$ cat src/rtl/tmx_pkg.sv
package tmx_pkg;
  localparam int unsigned NPROC = 2;

  typedef enum logic [1:0] {
    HOLD_NONE = 2'd0,
    HOLD_P0   = 2'd1,
    HOLD_P1   = 2'd2
  } hold_e;
endpackage

$ cat src/rtl/tmx_rst_sync.sv
module tmx_rst_sync #(
  parameter int unsigned STAGES = 2
) (
  input  logic clk,
  input  logic rst_n_i,
  output logic rst_n_o
);
  logic [STAGES-1:0] shift_q;
  logic [STAGES-1:0] shift_d;

  always_comb shift_d = {shift_q[STAGES-2:0], 1'b1};

  always_ff @(posedge clk or negedge rst_n_i) begin
    if (!rst_n_i) shift_q <= '0;
    else          shift_q <= shift_d;
  end

  assign rst_n_o = shift_q[STAGES-1];
endmodule

$ cat src/rtl/tmx_phase_trk.sv
// Per-wire phase tracking: an event is outstanding while the line level
// differs from the phase last consumed. With CATCH_REDO set, a second toggle
// of a line whose event was already outstanding is flagged.
module tmx_phase_trk #(
  parameter int unsigned W          = 2,
  parameter bit          CATCH_REDO = 1'b1
) (
  input  logic         clk,
  input  logic         rst_n,
  input  logic [W-1:0] line_i,
  input  logic [W-1:0] take_i,
  output logic [W-1:0] pend_o,
  output logic [W-1:0] redo_o
);
  logic [W-1:0] seen_q, seen_d;

  for (genvar g = 0; g < W; g++) begin : g_ch
    always_comb seen_d[g] = take_i[g] ? line_i[g] : seen_q[g];

    always_ff @(posedge clk or negedge rst_n) begin
      if (!rst_n)         seen_q[g] <= 1'b0;
      else if (take_i[g]) seen_q[g] <= seen_d[g];
    end

    assign pend_o[g] = line_i[g] ^ seen_q[g];

    if (CATCH_REDO) begin : g_redo
      logic prev_q;
      always_ff @(posedge clk or negedge rst_n) begin
        if (!rst_n) prev_q <= 1'b0;
        else        prev_q <= line_i[g];
      end
      // toggled this cycle while already outstanding at the previous sample
      assign redo_o[g] = (line_i[g] ^ prev_q) & (prev_q ^ seen_q[g]);
    end else begin : g_noredo
      assign redo_o[g] = 1'b0;
    end
  end
endmodule

$ cat src/rtl/tmx_sched.sv
module tmx_sched
  import tmx_pkg::*;
(
  input  logic             clk,
  input  logic             rst_n,
  input  logic [NPROC-1:0] req_pend_i,
  input  logic [NPROC-1:0] rel_pend_i,
  output logic [NPROC-1:0] fire_o,
  output logic [NPROC-1:0] bad_rel_o,
  output logic [1:0]       hold_o
);
  hold_e hold_q, hold_d;
  logic  tie_q, tie_d;
  logic  own0, own1, release_now, is_free;

  always_comb begin
    own0        = (hold_q == HOLD_P0);
    own1        = (hold_q == HOLD_P1);
    release_now = (own0 & rel_pend_i[0]) | (own1 & rel_pend_i[1]);
    bad_rel_o   = rel_pend_i & ~{own1, own0};
    is_free     = (hold_q == HOLD_NONE) | release_now;

    fire_o = '0;
    tie_d  = tie_q;
    hold_d = hold_q;
    if (release_now) hold_d = HOLD_NONE;
    if (is_free) begin
      unique case (req_pend_i)
        2'b01: fire_o = 2'b01;
        2'b10: fire_o = 2'b10;
        2'b11: begin
          fire_o = tie_q ? 2'b10 : 2'b01;
          tie_d  = ~tie_q;
        end
        default: fire_o = 2'b00;
      endcase
      if (fire_o[0])      hold_d = HOLD_P0;
      else if (fire_o[1]) hold_d = HOLD_P1;
    end
  end

  always_ff @(posedge clk or negedge rst_n) begin
    if (!rst_n) begin
      hold_q <= HOLD_NONE;
      tie_q  <= 1'b0;
    end else begin
      hold_q <= hold_d;
      if (tie_d != tie_q) tie_q <= tie_d;
    end
  end

  assign hold_o = hold_q;
endmodule

$ cat src/rtl/toggle_mutex.sv
module toggle_mutex
  import tmx_pkg::*;
(
  input  logic       clk,
  input  logic       rst_n,
  input  logic [1:0] req_tgl_i,
  input  logic [1:0] rel_tgl_i,
  output logic [1:0] gnt_tgl_o,
  output logic       proto_err_o
);
  logic             srst_n;
  logic [NPROC-1:0] req_pend, req_redo, rel_pend, rel_redo;
  logic [NPROC-1:0] fire, bad_rel;
  logic [1:0]       hold;
  logic [NPROC-1:0] gnt_q, gnt_d;
  logic             err_q, err_d;

  tmx_rst_sync #(.STAGES(2)) u_rst (
    .clk(clk), .rst_n_i(rst_n), .rst_n_o(srst_n)
  );

  tmx_phase_trk #(.W(NPROC), .CATCH_REDO(1'b1)) u_req (
    .clk(clk), .rst_n(srst_n), .line_i(req_tgl_i), .take_i(fire),
    .pend_o(req_pend), .redo_o(req_redo)
  );

  // every release event is consumed on the edge that samples it
  tmx_phase_trk #(.W(NPROC), .CATCH_REDO(1'b0)) u_rel (
    .clk(clk), .rst_n(srst_n), .line_i(rel_tgl_i), .take_i(rel_pend),
    .pend_o(rel_pend), .redo_o(rel_redo)
  );

  tmx_sched u_sch (
    .clk(clk), .rst_n(srst_n), .req_pend_i(req_pend), .rel_pend_i(rel_pend),
    .fire_o(fire), .bad_rel_o(bad_rel), .hold_o(hold)
  );

  always_comb begin
    gnt_d = gnt_q ^ fire;
    err_d = err_q | (|bad_rel) | (|req_redo) | (|rel_redo);
  end

  always_ff @(posedge clk or negedge srst_n) begin
    if (!srst_n) begin
      gnt_q <= '0;
      err_q <= 1'b0;
    end else begin
      if (|fire)           gnt_q <= gnt_d;
      if (err_d != err_q)  err_q <= err_d;
    end
  end

  assign gnt_tgl_o   = gnt_q;
  assign proto_err_o = err_q;
endmodule

$ cat config.mk
export PLATFORM = sky130hd
export DESIGN_NAME = toggle_mutex
export DESIGN_NICKNAME = d
export VERILOG_FILES = /design/src/rtl/tmx_pkg.sv /design/src/rtl/tmx_rst_sync.sv /design/src/rtl/tmx_phase_trk.sv /design/src/rtl/tmx_sched.sv /design/src/rtl/toggle_mutex.sv
export SDC_FILE = /design/constraint.sdc
export NUM_CORES = 1
export LEC_CHECK = 0
export ABC_AREA = 0
export CORE_MARGIN = 4
export CORE_UTILIZATION = 51
export DETAILED_ROUTE_END_ITERATION = 16
export PLACE_DENSITY_LB_ADDON = 0.1
export SETUP_SLACK_MARGIN = 0.4
export SLEW_MARGIN = 5
export SYNTH_ARGS = -nofsm -noshare
export SYNTH_HDL_FRONTEND = slang
export SYNTH_HIERARCHICAL = 1
export SYNTH_SLANG_ARGS = --single-unit
$ cat constraint.sdc
create_clock -name clk -period 0.8 [get_ports clk]
set_clock_uncertainty 0.1 [all_clocks]
set_input_delay 0.16 -clock clk [delete_from_list [all_inputs] [get_ports clk]]
set_output_delay 0.16 -clock clk [all_outputs]
set_load 0.02 [all_outputs]
==> flow_summary.html, run 1 <==
<table>
<tr><th>Metric</th><th>Value</th></tr>
<tr><th colspan="2">Detailed routing</th></tr>
<tr><td>Iteration-0 DRC Markers</td><td>13</td></tr>
<tr><td>Count of nets left with antenna violations after detail routing</td><td>0</td></tr>
<tr><td>Vias</td><td>between 500 and 600</td></tr>
<tr><td>Per-cell via count in the routed design</td><td>about 5.3</td></tr>
<tr><td>DRT Pass-1 Iters</td><td>5</td></tr>
<tr><td>Routed Wire Length</td><td>approximately 1800 um</td></tr>
<tr><td>Wire per inst</td><td>approximately 17 um</td></tr>
<tr><td>DRC violation count after routing</td><td>0</td></tr>
<tr><th colspan="2">Power</th></tr>
<tr><td>Max VDD drop</td><td>between 2 and 2.5 mV</td></tr>
<tr><td>Pwr/cell area</td><td>~4200 mW/mm^2</td></tr>
<tr><td>Leakage power summed over all cells</td><td>0.509 nW</td></tr>
<tr><th colspan="2">Place</th></tr>
<tr><td>Number of port buffers</td><td>8</td></tr>
<tr><td>Post-detail-place hpwl</td><td>~1100 um</td></tr>
<tr><td>Pre-CTS setup slack</td><td>-1.25 ns</td></tr>
<tr><td>Final weighted congestion in routability-driven placement</td><td>0.717</td></tr>
<tr><th colspan="2">Setup path</th></tr>
<tr><td>Maximum fanout encountered on the critical timing path</td><td>2</td></tr>
<tr><td>Type of the worst setup path</td><td>reg -&gt; reg</td></tr>
<tr><td>Crit. Startpoint</td><td>u_req/seen_q[0]</td></tr>
<tr><td>Critical Path End Type</td><td>flip-flop</td></tr>
<tr><td>Crit-path cells</td><td>xor2_2, and2_4, ha_4, mux2i_2, a211oi_2, mux2_4</td></tr>
<tr><td>Signal arrival time at the worst endpoint</td><td>1.86 ns</td></tr>
<tr><td>Reg-to-reg critical path startpoint</td><td>u_req/seen_q[0]</td></tr>
<tr><td>Crit start category</td><td>flip-flop</td></tr>
<tr><td>Buf+Inv Stages, Crit Path</td><td>0</td></tr>
<tr><td>Slowest stage delay, CP</td><td>0.43 ns</td></tr>
<tr><td>Internal reg-to-reg setup slack</td><td>-0.98 ns</td></tr>
<tr><td>CP top delay family</td><td>flip-flops</td></tr>
<tr><td>Required time at the endpoint of the critical path</td><td>slightly below 0.9 ns</td></tr>
<tr><td>CP max stage cell</td><td>sky130_fd_sc_hd__dfrtp_1</td></tr>
<tr><th colspan="2">Yosys</th></tr>
<tr><td>Distinct cells, synth</td><td>26</td></tr>
<tr><td>Synth Instances</td><td>just under 60</td></tr>
<tr><td>Synthesized flop and latch total</td><td>14</td></tr>
<tr><td>Syn avg cell area</td><td>about 12 sq um</td></tr>
<tr><td>Synthesized area</td><td>709 sq um</td></tr>
<tr><td>Number of synthesis warnings</td><td>6</td></tr>
<tr><td>Portion of the post-synthesis area used by sequential elements</td><td>0.494</td></tr>
<tr><th colspan="2">Clocking</th></tr>
<tr><td>Sink count of the clock tree</td><td>14</td></tr>
<tr><td>CTS clk-pin slew, worst paths</td><td>around 0.09 ns</td></tr>
<tr><td>Clk_lat worst skew</td><td>around 0.28 ns</td></tr>
<tr><td>TritonCTS clock tree</td><td>built</td></tr>
<tr><td>Cts bufs inserted</td><td>3</td></tr>
<tr><td>Htree depth</td><td>1</td></tr>
<tr><td>Root Buffer Master</td><td>sky130_fd_sc_hd__clkbuf_4</td></tr>
<tr><td>Longest Clk Path Bufs</td><td>2</td></tr>
<tr><th colspan="2">Global route</th></tr>
<tr><td>Via count of the first global-routing pass</td><td>about 590</td></tr>
<tr><td>Initial antenna violation count</td><td>0</td></tr>
<tr><td>Largest net degree at the start of global routing</td><td>9</td></tr>
<tr><td>Total routing usage reported by global routing</td><td>0.204</td></tr>
<tr><td>Wire length of the first global-routing pass</td><td>approximately 2800 um</td></tr>
<tr><td>Gr ovfl total</td><td>0</td></tr>
<tr><th colspan="2">STA</th></tr>
<tr><td>Unrepaired setup endpoints after global routing</td><td>true</td></tr>
<tr><td>Crit path time final</td><td>1.78 ns</td></tr>
<tr><td>Total negative slack for setup checks</td><td>-8.59 ns</td></tr>
<tr><td>Max Transition Viols Final</td><td>0</td></tr>
<tr><td>Final setup slack of the worst path</td><td>-0.983 ns</td></tr>
<tr><td>Share of the clock period used by the worst path after layout</td><td>2.23</td></tr>
<tr><td>Fmax</td><td>approximately 560 MHz</td></tr>
<tr><td>Setup-failing EPs final</td><td>13</td></tr>
<tr><td>Worst hold margin</td><td>-0.0695 ns</td></tr>
<tr><td>Count of final hold-check violations</td><td>2</td></tr>
<tr><th colspan="2">Run status</th></tr>
<tr><td>Failing checks</td><td>negative hold slack, negative setup slack</td></tr>
<tr><td>Result of the run</td><td>finished with violations</td></tr>
<tr><th colspan="2">Floorplanning</th></tr>
<tr><td>Count of pins on the block boundary</td><td>9</td></tr>
<tr><td>Core area</td><td>0.00130 sq mm</td></tr>
<tr><td>Initial cell density of the core</td><td>0.545</td></tr>
<tr><td>Total die area</td><td>a little over 0.002 sq mm</td></tr>
<tr><td>Horiz. Die Dim</td><td>between 40 and 50 um</td></tr>
<tr><td>Die outline height</td><td>around 45 um</td></tr>
<tr><td>Number of core rows</td><td>13</td></tr>
<tr><th colspan="2">Finish</th></tr>
<tr><td>Antenna Diode Count</td><td>0</td></tr>
<tr><td>Share of post-route cells with drive strength above 1</td><td>0.630</td></tr>
<tr><td>Syn-to-layout area delta</td><td>57.3%</td></tr>
<tr><td># nets final</td><td>a little over 100</td></tr>
<tr><th colspan="2">Run</th></tr>
<tr><td>Maximum Capacitance Violations</td><td>0</td></tr>
<tr><th colspan="2">Hold path</th></tr>
<tr><td>Worst hold path class</td><td>in -&gt; async</td></tr>
</table>
==> where the power goes <==
| group | total, mW | internal (mW) | switching, mW |
|---|---|---|---|
| clock network | 0.432 | 0.194 | 0.238 |
| logic | 3.04 | 1.73 | 1.30 |
| registers | 1.22 | 0.981 | 0.241 |
==> cell type report <==
| class | instances | area (sq um) |
|---|---|---|
| Fill cell | 69 | 185 |
| Timing Repair Buffer | 30 | 263 |
| Multi-Input combinational cell | 42 | 445 |
| Clock buffer | 4 | 26.3 |
| Inverter | 2 | 7.51 |
| Sequential cell | 14 | 355 |
| Tap cell | 15 | 18.8 |
==> flip-flops by register name, summed over array words and instances, names as in the netlist <==
register	cells
gnt_tgl_o	2
u_rel/seen_q	2
u_req/g_ch.g_redo.prev_q	2
u_req/seen_q	2
u_rst/shift_q	2
u_sch/hold_o	2
proto_err_o	1
u_sch/tie_q	1
==> routing by layer <==
layer / global-route usage / wire length, um / up-vias / share of wire
li1: - / - / 260 / -
met1: 0.219 / 696 / 283 / 0.39
met2: 0.384 / 978 / 17 / 0.55
met3: 0.0478 / 82 / 2 / 0.046
met4: 0.0702 / 10 / 0 / 0.0057
met5: 0 / 0 / - / 0
==> repair_timing <==
item | CTS | global route
pin swaps | 6 | 4
endpoints found under the setup margin | 28 | 23
setup buffers | 3 | 2
gates resized for setup | 40 | 4
hold endpoints to repair | 2 | 2
==> layout by cell type (no fill, tap or decap), drive strengths merged <==
master	n
nor2b	2
a21boi	1
dfrtp	14
nor4	1
o21a	1
a21o	1
nor3	1
dlygate4sd2	1
conb	3
inv	2
mux2	4
o22ai	2
clkdlybuf4s50	2
buf	26
nand2	4
and2	1
xor2	6
clkdlybuf4s15	1
clkbuf	4
nand2b	4
ha	2
nand3b	1
a211oi	2
mux2i	3
a21oi	3
==> path summary, 6_finish.rpt <==
| path | endpoint | cells past startpoint |
|---|---|---|
| min in group clk | u_req/g_ch[0].g_redo.prev_q | 2 |
| min | u_rst/shift_q[0] | 1 |
| max reg2reg | u_req/seen_q[0] | 6 |
| min reg2reg | u_rel/seen_q[0] | 1 |
| max | u_req/seen_q[0] | 6 |
| max in group asynchronous | gnt_tgl_o[1] | 1 |
==> Yosys cell counts, drive strengths merged <==
cell type  count  area (sq um)
nor3           1          5.00
o22ai          2          18.8
a21o           1          7.51
ha             2          25.0
nor2b          2          20.0
mux2           4          52.6
nand3b         1          7.51
dfrtp         14           350
inv            2          7.51
nor4           1          6.26
a211oi         2          20.0
conb           2          7.51
buf            2          15.0
and2           1          6.26
xor2           6          52.6
mux2i          3          30.0
a21oi          3          15.0
nand2          4          15.0
nand2b         4          32.5
o21a           1          7.51
a21boi         1          7.51
==> kinds of logic after synthesis <==
logic type | share of synthesized area
AOI/OAI and AO/OA | 0.108
xor gates and xnor gates | 0.0741
adders and majority gates | 0.0353
buffers and inverters | 0.0317
DFF | 0.494
muxes | 0.116
other | 0.0106
and+or+nand+nor | 0.131
==> through the flow <==
step,hold slack (ns),instances,power (mW),instance area [sq um],util
final,-0.0695,107,4.69,1120,0.858
after global routing,-0.0912,107,4.94,1120,0.858
after CTS,-0.0727,105,4.35,1090,0.835
after detailed placement,0.0446,98,3.55,976,0.750
after global placement,0.0433,98,3.45,976,0.750
after floorplan,-0.236,60,2.57,764,-
No activity file was read; power rests on OpenSTA's default activity.
==> run 2: changes to the inputs <==
CAP_MARGIN = 20   (was not set)
CORE_AREA = 4 4 41 43   (was not set)
CORE_MARGIN = not set   (was 4)
CORE_UTILIZATION = not set   (was 51)
DIE_AREA = 0 0 45 47   (was not set)
SYNTH_HIERARCHICAL = not set   (was 1)
==> run 2 against run 1 <==
Effect of this change:
- the run still ends with negative hold slack, negative setup slack left
- non-clock buffer count shrank 2
- via count is 10% lower
- die area up 3.1%
- hold slack improved by 0.0040 ns
- critical path type unchanged
- critical endpoint is now u_req.seen_q[0]
==> flow_summary.html, run 2 <==
<table>
<tr><th>Metric</th><th>Value</th></tr>
<tr><th colspan="2">Detailed routing</th></tr>
<tr><td>DRT Pass-1 Iters</td><td>4 (-1)</td></tr>
<tr><td>Wire per inst</td><td>15.4 um (-6.6%)</td></tr>
<tr><td>DRC violation count after routing</td><td>0 (unchanged)</td></tr>
<tr><td>Iteration-0 DRC Markers</td><td>5 (-8)</td></tr>
<tr><td>Per-cell via count in the routed design</td><td>4.93 (-6.1%)</td></tr>
<tr><td>Routed Wire Length</td><td>1570 um (-11%)</td></tr>
<tr><td>Count of nets left with antenna violations after detail routing</td><td>0 (unchanged)</td></tr>
<tr><td>Vias</td><td>503 (-10%)</td></tr>
<tr><th colspan="2">Yosys</th></tr>
<tr><td>Dominant synthesized flop cell</td><td>sky130_fd_sc_hd__dfrtp_1</td></tr>
<tr><td>Count of flip-flops with a built-in enable after synthesis</td><td>0 (unchanged)</td></tr>
<tr><td>Synth async-reset ratio</td><td>1.00 (unchanged)</td></tr>
<tr><td>Leading cell type by number of instances after synthesis</td><td>sky130_fd_sc_hd__dfrtp_1</td></tr>
<tr><td>Portion of the post-synthesis area used by sequential elements</td><td>0.543 (+0.0488)</td></tr>
<tr><td>Cells taking the most area after synthesis</td><td>sky130_fd_sc_hd__dfrtp_1 54%, sky130_fd_sc_hd__xnor2_1 8.1%, sky130_fd_sc_hd__mux2_4 4.7%</td></tr>
<tr><td>Ranking of synthesized cells by instance count</td><td>14 x sky130_fd_sc_hd__dfrtp_1, 6 x sky130_fd_sc_hd__xnor2_1, 5 x sky130_fd_sc_hd__nand2_1, 5 x sky130_fd_sc_hd__nor2_1, 3 x sky130_fd_sc_hd__nand4_1</td></tr>
<tr><td>Number of synthesis warnings</td><td>0 (-6)</td></tr>
<tr><td>Nets in the synthesized netlist</td><td>65</td></tr>
<tr><td>Distinct cells, synth</td><td>21 (-19%)</td></tr>
<tr><td>Synthesized area</td><td>646 sq um (-9.0%)</td></tr>
<tr><td>Syn avg cell area</td><td>11.3 sq um (-5.8%)</td></tr>
<tr><td>Synthesized flop and latch total</td><td>14 (unchanged)</td></tr>
<tr><td>Fraction of post-synthesis cell area in the top cell type by area</td><td>0.543 (+0.0488)</td></tr>
<tr><td>Library cell with the largest summed area after synthesis</td><td>sky130_fd_sc_hd__dfrtp_1</td></tr>
<tr><td>Synth Instances</td><td>57 (-3.4%)</td></tr>
<tr><th colspan="2">Finish</th></tr>
<tr><td>Share of post-route cells with drive strength above 1</td><td>0.575 (-0.0557)</td></tr>
<tr><td>Sequential standard cell area</td><td>355 sq um (unchanged)</td></tr>
<tr><td>End-of-flow core utilization</td><td>0.781 (-0.0769)</td></tr>
<tr><td>Multi-input gate area</td><td>339 sq um (-24%)</td></tr>
<tr><td>Filler cells</td><td>87 (+26%)</td></tr>
<tr><td>Syn-to-layout area delta</td><td>57.4% (about the same)</td></tr>
<tr><td>Antenna Diode Count</td><td>0 (unchanged)</td></tr>
<tr><td>Top library cells by usage in the layout, fill and taps aside</td><td>15 x sky130_fd_sc_hd__buf_4, 10 x sky130_fd_sc_hd__dfrtp_1, 6 x sky130_fd_sc_hd__buf_6</td></tr>
<tr><td>Leading cell type in the layout, fill and taps excluded</td><td>sky130_fd_sc_hd__buf_4</td></tr>
<tr><td>Post-layout instance area</td><td>0.00102 sq mm (-9.0%)</td></tr>
<tr><td># nets final</td><td>96 (-5.0%)</td></tr>
<tr><th colspan="2">Setup path</th></tr>
<tr><td>Signal arrival time at the worst endpoint</td><td>1.78 ns (-0.08 ns)</td></tr>
<tr><td>Required time at the endpoint of the critical path</td><td>0.87 ns (about the same)</td></tr>
<tr><td>Crit-path cells</td><td>xnor2_2, nor2_2, ha_2, or2_4, nand3_2, mux2_4</td></tr>
<tr><td>Slowest stage delay, CP</td><td>0.42 ns (about the same)</td></tr>
<tr><td>Maximum fanout encountered on the critical timing path</td><td>2 (unchanged)</td></tr>
<tr><td>CP max stage cell</td><td>sky130_fd_sc_hd__dfrtp_1</td></tr>
<tr><td>Crit start category</td><td>flip-flop</td></tr>
<tr><td>Type of the worst setup path</td><td>reg -&gt; reg</td></tr>
<tr><td>Critical Path End Type</td><td>flip-flop</td></tr>
<tr><th colspan="2">Run</th></tr>
<tr><td>Maximum Capacitance Violations</td><td>0 (unchanged)</td></tr>
<tr><th colspan="2">Global route</th></tr>
<tr><td>Largest net degree at the start of global routing</td><td>9 (unchanged)</td></tr>
<tr><td>Initial antenna violation count</td><td>0 (unchanged)</td></tr>
<tr><td>Total routing usage reported by global routing</td><td>0.174 (-0.0306)</td></tr>
<tr><td>Wire length of the first global-routing pass</td><td>2600 um (-6.4%)</td></tr>
<tr><td>Gr ovfl total</td><td>0 (unchanged)</td></tr>
<tr><td>Via count of the first global-routing pass</td><td>561 (-5.2%)</td></tr>
<tr><th colspan="2">Power</th></tr>
<tr><td>Leakage power summed over all cells</td><td>0.472 nW (-7.4%)</td></tr>
<tr><td>Pwr/cell area</td><td>3830 mW/mm^2 (-8.9%)</td></tr>
<tr><td>Max VDD drop</td><td>2.09 mV (-4.5%)</td></tr>
<tr><th colspan="2">Run status</th></tr>
<tr><td>Result of the run</td><td>finished with violations</td></tr>
<tr><td>Failing checks</td><td>negative hold slack, negative setup slack</td></tr>
<tr><th colspan="2">STA</th></tr>
<tr><td>Worst hold margin</td><td>-0.0656 ns (+0.00397 ns)</td></tr>
<tr><td>Max Transition Viols Final</td><td>0 (unchanged)</td></tr>
<tr><td>Final setup slack of the worst path</td><td>-0.909 ns (+0.0747 ns)</td></tr>
<tr><td>Fmax</td><td>585 MHz (+4.4%)</td></tr>
<tr><td>Total negative slack for setup checks</td><td>-6.95 ns (+1.64 ns)</td></tr>
<tr><td>Crit path time final</td><td>1.71 ns (-0.0747 ns)</td></tr>
<tr><td>Count of final hold-check violations</td><td>2 (unchanged)</td></tr>
<tr><td>Setup-failing EPs final</td><td>11 (-2)</td></tr>
<tr><td>Unrepaired setup endpoints after global routing</td><td>true</td></tr>
<tr><td>Share of the clock period used by the worst path after layout</td><td>2.14 (-0.0934)</td></tr>
<tr><th colspan="2">Clocking</th></tr>
<tr><td>Clk_lat worst skew</td><td>0.28 ns (about the same)</td></tr>
<tr><td>Htree depth</td><td>1 (unchanged)</td></tr>
<tr><td>TritonCTS clock tree</td><td>built</td></tr>
<tr><td>CTS clk-pin slew, worst paths</td><td>0.09 ns (about the same)</td></tr>
<tr><td>Cts bufs inserted</td><td>3 (unchanged)</td></tr>
<tr><td>Sink count of the clock tree</td><td>14 (unchanged)</td></tr>
<tr><td>Longest Clk Path Bufs</td><td>2 (unchanged)</td></tr>
<tr><td>Root Buffer Master</td><td>sky130_fd_sc_hd__clkbuf_4</td></tr>
<tr><th colspan="2">Floorplanning</th></tr>
<tr><td>Horiz. Die Dim</td><td>45 um (-0.65%)</td></tr>
<tr><td>Core area</td><td>0.00130 sq mm (unchanged)</td></tr>
<tr><td>Count of pins on the block boundary</td><td>9 (unchanged)</td></tr>
<tr><td>Total die area</td><td>0.00212 sq mm (+3.1%)</td></tr>
<tr><td>Number of core rows</td><td>13 (unchanged)</td></tr>
<tr><td>Die outline height</td><td>47 um (+3.8%)</td></tr>
<tr><td>Initial cell density of the core</td><td>0.496 (-0.0490)</td></tr>
<tr><th colspan="2">Place</th></tr>
<tr><td>Final weighted congestion in routability-driven placement</td><td>0.783 (+9.2%)</td></tr>
<tr><td>Post-detail-place hpwl</td><td>985 um (-12%)</td></tr>
<tr><td>Number of port buffers</td><td>8 (unchanged)</td></tr>
<tr><td>Pre-CTS setup slack</td><td>-1.22 ns (+0.0279 ns)</td></tr>
<tr><td>Area post-placement</td><td>867 sq um (-11%)</td></tr>
<tr><th colspan="2">Hold path</th></tr>
<tr><td>Worst hold path class</td><td>in -&gt; async</td></tr>
</table>
==> run 2: metal layers <==
metal | global-route usage | share of wire | routed length [um]
met1 | 0.214 | 0.46 | 729
met2 | 0.294 | 0.50 | 783
met3 | 0.0498 | 0.038 | 60
met4 | 0.0585 | 0 | 0
met5 | 0 | 0 | 0
==> run 2: path summary, 6_finish.rpt <==
check	from	end	slack [ns]	cells past startpoint
setup reg to reg	u_req.seen_q[0]	u_req.seen_q[0]	-0.91	6
max in group asynchronous	u_rst.shift_q[1]	u_req.g_ch[1].g_redo.prev_q	0.36	1
hold reg to reg	u_rst.shift_q[1]	gnt_tgl_o[0]	0.11	1
min in group clk	req_tgl_i[0]	u_req.g_ch[0].g_redo.prev_q	0.04	2
hold / removal	rst_n	u_rst.shift_q[1]	-0.07	1
setup / recovery	u_req.seen_q[0]	u_req.seen_q[0]	-0.91	6
==> run 2: logic make-up (layout without fill, tap and decap cells) <==
| family | Yosys count | in the layout | share of synthesized area |
|---|---|---|---|
| AND/OR/NAND/NOR | 21 | 21 | 0.169 |
| AO/OA/AOI/OAI | 8 | 8 | 0.0911 |
| buffers and inverters | 3 | 33 | 0.0252 |
| flip-flops | 14 | 14 | 0.543 |
| multiplexers | 2 | 2 | 0.0465 |
| XOR/XNOR | 6 | 6 | 0.0814 |
| adder cells (fa/ha/maj) | 2 | 2 | 0.0388 |
| other | 1 | 1 | 0.00581 |
==> run 2: final cells by class <==
type | instances | share of cell area
Sequential cell | 14 | 0.350
Multi-Input combinational cell | 40 | 0.334
Timing Repair Buffer | 28 | 0.259
Clock buffer | 4 | 0.0357
Tap cell | 15 | 0.0185
Inverter | 1 | 0.00369
==> run 2: metrics by stage <==
step | cells | hold slack (ns) | total power [mW]
after floorplan | 57 | -0.236 | 2.10
after global placement | 92 | 0.0467 | 2.84
after detailed placement | 92 | 0.0511 | 2.89
after CTS | 99 | -0.0677 | 3.69
after global routing | 102 | -0.0849 | 4.14
final | 102 | -0.0656 | 3.89
==> run 2: report_power, final <==
| group | internal [mW] | total [mW] | switching [mW] |
|---|---|---|---|
| sequential | 0.929 | 1.13 | 0.205 |
| combinational | 1.29 | 2.24 | 0.945 |
| clock | 0.276 | 0.518 | 0.241 |
| total | 2.50 | 3.89 | 1.39 |
==> run 2: timing repair <==
item	4_1_cts	5_1_grt
pin swaps	8	3
hold endpoints to repair	2	2
gates cloned	1	0
buffers inserted	2	3
endpoints found under the setup margin	28	24
gates resized for setup	40	2
==> run 2: critical path, delay by kind of cell, from the launching register on <==
kind,cells,cell delay (ns)
XOR/XNOR,1,0.21
adder cells (fa/ha/maj),1,0.19
flip-flops,1,0.42
multiplexers,1,0.30
AND/OR/NAND/NOR,3,0.39
